$ cat src/rtl/idxwin_pkg.sv
package idxwin_pkg;
   // decoded address bits and bus offsets
   localparam int          DEC_W     = 8;
   localparam int          SEL_W     = 8;
   localparam int          ID_W      = 8;
   localparam logic [7:0]  OFF_SEL   = 8'h00;
   localparam logic [7:0]  OFF_WIN   = 8'h10;
   // window indices
   localparam logic [7:0]  IDX_ID    = 8'h00;
   localparam logic [7:0]  IDX_VER   = 8'h01;
   localparam logic [7:0]  IDX_RSV   = 8'h02;
   localparam logic [7:0]  TBL_BASE  = 8'h10;
   localparam logic [7:0]  VER_CODE  = 8'h11;

   typedef enum logic [2:0] {
      TGT_NONE,
      TGT_SEL,
      TGT_ID,
      TGT_VER,
      TGT_RSV,
      TGT_ENT_LO,
      TGT_ENT_HI
   } target_e;
endpackage

$ cat src/rtl/idxwin_decode.sv
module idxwin_decode
   import idxwin_pkg::*;
#(
   parameter int ADDR_W      = 12,
   parameter int NUM_ENTRIES = 24,
   localparam int IDX_W      = (NUM_ENTRIES > 1) ? $clog2(NUM_ENTRIES) : 1
) (
   input  logic [ADDR_W-1:0] addr,
   input  logic [SEL_W-1:0]  sel,
   output target_e           tgt,
   output logic [IDX_W-1:0]  ent_idx
);
   localparam int TBL_END = 32'(TBL_BASE) + 2 * NUM_ENTRIES;

   logic [DEC_W-1:0] off;
   logic [SEL_W-1:0] rel;
   logic [SEL_W-1:0] slot;
   logic             in_tbl;

   if (TBL_END > (1 << SEL_W)) begin : g_bad_span
      $error("idxwin_decode: table does not fit the select range");
   end
   if (IDX_W > SEL_W) begin : g_bad_idx
      $error("idxwin_decode: entry index wider than select");
   end

   assign off     = addr[DEC_W-1:0];
   assign rel     = sel - TBL_BASE;
   assign slot    = rel >> 1;
   assign in_tbl  = (sel >= TBL_BASE) && (32'(slot) < NUM_ENTRIES);
   assign ent_idx = slot[IDX_W-1:0];

   always_comb begin
      tgt = TGT_NONE;
      if (off == OFF_SEL) begin
         tgt = TGT_SEL;
      end else if (off == OFF_WIN) begin
         if (sel == IDX_ID)       tgt = TGT_ID;
         else if (sel == IDX_VER) tgt = TGT_VER;
         else if (sel == IDX_RSV) tgt = TGT_RSV;
         else if (in_tbl)         tgt = sel[0] ? TGT_ENT_HI : TGT_ENT_LO;
      end
   end
endmodule

$ cat src/rtl/idxwin_entry.sv
module idxwin_entry #(
   parameter int DATA_W   = 32,
   parameter int ENTRY_W  = 64,
   parameter int MASK_BIT = 16
) (
   input  logic               clk,
   input  logic               rst_n,
   input  logic               wr_lo,
   input  logic               wr_hi,
   input  logic [DATA_W-1:0]  wdata,
   output logic [ENTRY_W-1:0] q
);
   localparam logic [ENTRY_W-1:0] RST_VAL = ENTRY_W'(1) << MASK_BIT;

   if (ENTRY_W != 2 * DATA_W) begin : g_bad_split
      $error("idxwin_entry: entry must be exactly two data words");
   end
   if (MASK_BIT >= ENTRY_W) begin : g_bad_mask
      $error("idxwin_entry: mask bit outside entry");
   end

   logic [DATA_W-1:0] lo_q;
   logic [DATA_W-1:0] hi_q;

   always_ff @(posedge clk) begin
      if (!rst_n) begin
         lo_q <= RST_VAL[DATA_W-1:0];
         hi_q <= RST_VAL[ENTRY_W-1:DATA_W];
      end else begin
         if (wr_lo) lo_q <= wdata;
         if (wr_hi) hi_q <= wdata;
      end
   end

   assign q = {hi_q, lo_q};

   a_r7_lo_keeps_hi: assert property (@(posedge clk) disable iff (!rst_n)
      (wr_lo && !wr_hi) |=> (q[ENTRY_W-1:DATA_W] == $past(q[ENTRY_W-1:DATA_W])
                             && q[DATA_W-1:0] == $past(wdata)));
   a_r7_hi_keeps_lo: assert property (@(posedge clk) disable iff (!rst_n)
      (wr_hi && !wr_lo) |=> (q[DATA_W-1:0] == $past(q[DATA_W-1:0])
                             && q[ENTRY_W-1:DATA_W] == $past(wdata)));
   a_r8_idle_stable: assert property (@(posedge clk) disable iff (!rst_n)
      (!wr_lo && !wr_hi) |=> $stable(q));
endmodule

$ cat src/rtl/idxwin_rdmux.sv
module idxwin_rdmux
   import idxwin_pkg::*;
#(
   parameter int DATA_W      = 32,
   parameter int ENTRY_W     = 64,
   parameter int NUM_ENTRIES = 24,
   localparam int IDX_W      = (NUM_ENTRIES > 1) ? $clog2(NUM_ENTRIES) : 1
) (
   input  logic                                  rd_en,
   input  target_e                               tgt,
   input  logic [IDX_W-1:0]                      ent_idx,
   input  logic [SEL_W-1:0]                      sel,
   input  logic [ID_W-1:0]                       id,
   input  logic [NUM_ENTRIES-1:0][ENTRY_W-1:0]   tbl,
   output logic [DATA_W-1:0]                     rdata
);
   localparam logic [7:0] MAX_PIN = 8'(NUM_ENTRIES - 1);

   logic [ENTRY_W-1:0] ent_sel;
   logic [DATA_W-1:0]  word;

   assign ent_sel = tbl[ent_idx];

   always_comb begin
      word = '0;
      unique case (tgt)
         TGT_SEL:    word[SEL_W-1:0]          = sel;
         TGT_ID:     word[DATA_W-1 -: ID_W]   = id;
         TGT_VER:    begin
                        word[7:0]   = VER_CODE;
                        word[23:16] = MAX_PIN;
                     end
         TGT_ENT_LO: word = ent_sel[DATA_W-1:0];
         TGT_ENT_HI: word = ent_sel[ENTRY_W-1:DATA_W];
         default:    word = '0;
      endcase
   end

   assign rdata = rd_en ? word : '0;
endmodule

$ cat src/rtl/idxwin_top.sv
module idxwin_top
   import idxwin_pkg::*;
#(
   parameter int ADDR_W      = 12,
   parameter int DATA_W      = 32,
   parameter int NUM_ENTRIES = 24,
   parameter int ENTRY_W     = 64,
   parameter int MASK_BIT    = 16
) (
   input  logic                           clk,
   input  logic                           rst_n,
   input  logic [ADDR_W-1:0]              bus_addr,
   input  logic                           bus_wr,
   input  logic                           bus_rd,
   input  logic [DATA_W-1:0]              bus_wdata,
   output logic [DATA_W-1:0]              bus_rdata,
   output logic [NUM_ENTRIES*ENTRY_W-1:0] tbl_flat,
   output logic                           tbl_upd
);
   localparam int IDX_W   = (NUM_ENTRIES > 1) ? $clog2(NUM_ENTRIES) : 1;
   localparam int TBL_END = 32'(TBL_BASE) + 2 * NUM_ENTRIES;

   if (DATA_W != 32) begin : g_bad_dw
      $error("idxwin_top: data width must be 32");
   end
   if (ADDR_W < DEC_W) begin : g_bad_aw
      $error("idxwin_top: address narrower than decoded field");
   end
   if (NUM_ENTRIES < 1) begin : g_bad_n
      $error("idxwin_top: need at least one entry");
   end

   target_e          tgt;
   logic [IDX_W-1:0] ent_idx;
   logic [SEL_W-1:0] sel_q;
   logic [ID_W-1:0]  id_q;
   logic             upd_q;
   logic             wr_ent;
   logic [NUM_ENTRIES-1:0][ENTRY_W-1:0] tbl;

   idxwin_decode #(
      .ADDR_W      (ADDR_W),
      .NUM_ENTRIES (NUM_ENTRIES)
   ) u_dec (
      .addr    (bus_addr),
      .sel     (sel_q),
      .tgt     (tgt),
      .ent_idx (ent_idx)
   );

   always_ff @(posedge clk) begin
      if (!rst_n) begin
         sel_q <= '0;
         id_q  <= '0;
         upd_q <= 1'b0;
      end else begin
         if (bus_wr && tgt == TGT_SEL) sel_q <= bus_wdata[SEL_W-1:0];
         if (bus_wr && tgt == TGT_ID)  id_q  <= bus_wdata[DATA_W-1 -: ID_W];
         upd_q <= wr_ent;
      end
   end

   assign wr_ent = bus_wr && (tgt == TGT_ENT_LO || tgt == TGT_ENT_HI);

   for (genvar i = 0; i < NUM_ENTRIES; i++) begin : g_ent
      logic hit;
      assign hit = wr_ent && (ent_idx == IDX_W'(i));
      idxwin_entry #(
         .DATA_W   (DATA_W),
         .ENTRY_W  (ENTRY_W),
         .MASK_BIT (MASK_BIT)
      ) u_ent (
         .clk   (clk),
         .rst_n (rst_n),
         .wr_lo (hit && tgt == TGT_ENT_LO),
         .wr_hi (hit && tgt == TGT_ENT_HI),
         .wdata (bus_wdata),
         .q     (tbl[i])
      );
      assign tbl_flat[i*ENTRY_W +: ENTRY_W] = tbl[i];
   end

   idxwin_rdmux #(
      .DATA_W      (DATA_W),
      .ENTRY_W     (ENTRY_W),
      .NUM_ENTRIES (NUM_ENTRIES)
   ) u_rd (
      .rd_en   (bus_rd),
      .tgt     (tgt),
      .ent_idx (ent_idx),
      .sel     (sel_q),
      .id      (id_q),
      .tbl     (tbl),
      .rdata   (bus_rdata)
   );

   assign tbl_upd = upd_q;

   // assertions on port behaviour
   a_r10_upd_after_wr: assert property (@(posedge clk) disable iff (!rst_n)
      (bus_wr && bus_addr[DEC_W-1:0] == OFF_WIN && sel_q >= TBL_BASE
       && 32'(sel_q) < TBL_END) |=> tbl_upd);
   a_r10_upd_has_cause: assert property (@(posedge clk) disable iff (!rst_n)
      tbl_upd |-> ($past(bus_wr) && $past(bus_addr[DEC_W-1:0]) == OFF_WIN));
   a_r4_version_word: assert property (@(posedge clk) disable iff (!rst_n)
      (bus_rd && bus_addr[DEC_W-1:0] == OFF_WIN && sel_q == IDX_VER)
      |-> bus_rdata == {8'h00, 8'(NUM_ENTRIES - 1), 8'h00, VER_CODE});
   a_r2_sel_capture: assert property (@(posedge clk) disable iff (!rst_n)
      (bus_wr && bus_addr[DEC_W-1:0] == OFF_SEL) |=> sel_q == $past(bus_wdata[SEL_W-1:0]));
   a_r3_id_capture: assert property (@(posedge clk) disable iff (!rst_n)
      (bus_wr && bus_addr[DEC_W-1:0] == OFF_WIN && sel_q == IDX_ID)
      |=> id_q == $past(bus_wdata[DATA_W-1 -: ID_W]));
   a_r11_idle_zero: assert property (@(posedge clk) disable iff (!rst_n)
      !bus_rd |-> bus_rdata == '0);
endmodule

$ cat config.mk
export PLATFORM = sky130hd
export DESIGN_NAME = idxwin_top
export DESIGN_NICKNAME = d
export VERILOG_FILES = /design/src/rtl/idxwin_pkg.sv /design/src/rtl/idxwin_decode.sv /design/src/rtl/idxwin_entry.sv /design/src/rtl/idxwin_rdmux.sv /design/src/rtl/idxwin_top.sv
export SDC_FILE = /design/constraint.sdc
export NUM_CORES = 2
export LEC_CHECK = 0
export ABC_AREA = 1
export BUFFER_PORTS_ARGS = -buffer_cell sky130_fd_sc_hd__buf_2
export CELL_PAD_IN_SITES_DETAIL_PLACEMENT = 1
export CELL_PAD_IN_SITES_GLOBAL_PLACEMENT = 2
export CORE_AREA = 2 2 639 641
export DETAILED_ROUTE_END_ITERATION = 16
export DIE_AREA = 0 0 641 643
export PLACE_DENSITY_LB_ADDON = 0.25
export SETUP_SLACK_MARGIN = 0.3
export SLEW_MARGIN = 20
export SYNTH_ARGS = -nofsm -noshare
export SYNTH_HDL_FRONTEND = slang
export SYNTH_SLANG_ARGS = --single-unit
$ cat constraint.sdc
create_clock -name clk -period 5.4 [get_ports clk]
set_input_delay 0.54 -clock clk [delete_from_list [all_inputs] [get_ports clk]]
set_output_delay 0.54 -clock clk [all_outputs]
set_load 0.01 [all_outputs]
==> results.toml <==
[yosys]
async_flop_share_pct = 0
seq_area_frac_synth_pct = 42.34
synth_cells = 11890
synth-main-ff-cell = "dfxtp_1"
syn-num-nets = 11940
synth.ff_latch_count = 1553
yosys.area.top_type = "dfxtp_1"
yosysWarnings = 0
synth-edff-count = 0
synth_area_leaders = "dfxtp_1, nand2_1, nor2_1"
netlist_top_cells_count = "nand2_1, nor2_1, dfxtp_1, inv_1, o22ai_1"
synth.most_common_cell = "nand2_1"
syn_area_per_cell_um2 = 6.176
ys_types = 31
synth_top_area_share_pct = 42.34
netlist_area_um2 = 73440

[floorplan]
dieArea_um2 = 412200
start_util_pct = 18.12
core_area_um2 = 405200
ios = 1617
die_w_um = 641
num_rows = 234
die_height_um = 643

[route]
routed_wl_um = 569400
first_pass_iters = 6
ant_nets = 0
first_iter_violations = 6671
drt-vias-per-instance = 4.420
wire_per_inst_um = 30.24
vias = 83210
remaining_drc_errors = 0

[timing]
final.setup_skew_ns = 0.05600
tightest_slew_ns = 1.232
setup-violations-final = 0
hold_ws_ns = 0.1002
period_share_pct = 93.86
relSlewSlack_pct = 17.86
finalWorstSetupSlack_ns = 0.3316
hold_viol_final = 0
period_needed_ns = 5.068
fmax_mhz = 197.3
fin_tns_setup_ns = 0
rsz0062_at_grt = "false"
slew_violations = 0

[layout]
syn2layout_area_growth_pct = 30.31
final_layout_size_suffix_gt1_share_pct = 17.80
nets = 13270
final_cells = 18830
fin_area_um2 = 95690
fin_util_pct = 23.62

[status]
outcome = "complete, no violations"

[clocking]
path_clk_slew_ns = 0.06
cts_sinks = 1553
cts-htree-levels = 4
clock_path_buffers = 4
clk_latency_ns = 0.93
clockRootBuffer = "clkbuf_16"
cts_made_buffers = 207
cts_tree = "yes"

[worst_setup_path]
worstPathRequired_ns = 4.86
cp-start-kind = "flop"
cpLargestDelayFamily = "simple AND/OR/NAND/NOR gates"
crit_fanout = 20
cp_cell_sequence = "inv_2, nand2_4, buf_12, buf_4, o22ai_1, o21ai_0, nand4_1, nand2_1, nand3_1, nand3_1, nand2_1, inv_1, buf_2"
crit_path_end_kind = "primary output"
worstSetupPathType = "flop to primary output"
crit_arrival_ns = 4.53
critPathBufInv = 5
cp_slowest_stage_delay_ns = 0.70
cp_slowest_cell = "o21ai_0"

[flow_run]
maxCapViolations = 0

[hold_path]
hold_path.class = "primary input to flop"

[pwr]
p_total_mw = 26.78
powerDensity_nw_per_um2 = 279.8
p_leak_nw = 52.36
ir_drop_v = 0.0002346

[grt]
use_met3_pct = 5.284
grt_pass1_wl_um = 753100
antenna_found_initial = 38
grt_pass1_vias = 80300
overflow = 0
grt.busiest_layer = "met2"
grtUsageMet1_pct = 34.50
track_usage_pct = 26.53
use_met2_pct = 43.22
grt_max_degree = 164

[placement]
gp_congestion = 0.8694
io_buffers = 1612
dp_hpwl_um = 423200
dp_slack_ns = 0.6624
placed_area_um2 = 88640
dp_cells = 18430
[flip-flops by register name (all words and copies together), names as in the netlist]
register          flops
g_ent.u_ent.hi_q    768
sel_q                 8
g_ent.u_ent.lo_q    768
id_q                  8
tbl_upd               1
[where the power goes]
group          internal, mW  switching, mW
logic                0.0702          0.694
registers              11.5       0.000391
clock network          8.39           6.17
[cell usage in the layout (no fill, tap or decap), drive strengths merged]
| cell | count |
|---|---|
| a21boi | 1 |
| a21oi | 42 |
| a22oi | 4 |
| a31oi | 3 |
| and3 | 1 |
| buf | 2004 |
| bufinv | 8 |
| clkbuf | 330 |
| clkinv | 25 |
| clkinvlp | 4 |
| dfxtp | 1553 |
| diode | 21 |
| dlygate4sd3 | 3 |
| ha | 2 |
| inv | 1569 |
| nand2 | 3244 |
| nand3 | 165 |
| nand3b | 2 |
| nand4 | 172 |
| nor2 | 3053 |
| nor3 | 27 |
| o211ai | 4 |
| o21ai | 412 |
| o22ai | 748 |
[cell type report]
cell class / count / area (um^2)
clock inverter: 36 / 506.7
antenna: 21 / 52.55
fill: 50830 / 309500
sequential: 1553 / 31090
inverter: 1570 / 5914
multi-input combinational: 7880 / 33170
timing repair buffer: 2007 / 11820
clock buffer: 330 / 6349
tap: 5428 / 6792
[cell families (layout without fill, tap and decap cells)]
kind of cell,Yosys count,in the layout,synth area share (%)
simple gates,6663,6664,35.19
buf+inv,2459,3943,12.83
flops,1553,1553,42.34
compound gates,1214,1214,9.604
fa+ha+maj,2,2,0.03407
other cells,0,21,0
[metal layers]
metal / part of all wire (%) / vias up / wire, um
li1: - / 38860 / -
met1: 44 / 41230 / 250200
met2: 46 / 2544 / 260000
met3: 6.2 / 571 / 35300
met4: 4.2 / 4 / 23840
met5: 0.0047 / - / 27
[what timing repair did]
action	4_1_cts	5_1_grt
gates cloned	1	0
hold endpoints to repair	15	0
pin swaps	4	2
gates resized for setup	18	15
hold buffers	3	0
endpoints found under the setup margin	29	14
buffers inserted	3	2
[worst paths after layout]
path         cells after the start  slack, ns                                    end                  start
max                             13       0.33                          bus_rdata[28]  sel_q[2]$_SDFFE_PN0P_
max reg2reg                     14       1.21   g_ent[4].u_ent.lo_q[11]$_SDFFE_PN0P_  sel_q[2]$_SDFFE_PN0P_
min                              2       0.10  g_ent[18].u_ent.lo_q[16]$_SDFFE_PN1P_                  rst_n
min reg2reg                      2       0.45                   id_q[0]$_SDFFE_PN0P_   id_q[0]$_SDFFE_PN0P_
(Power assumes the default switching activity.)
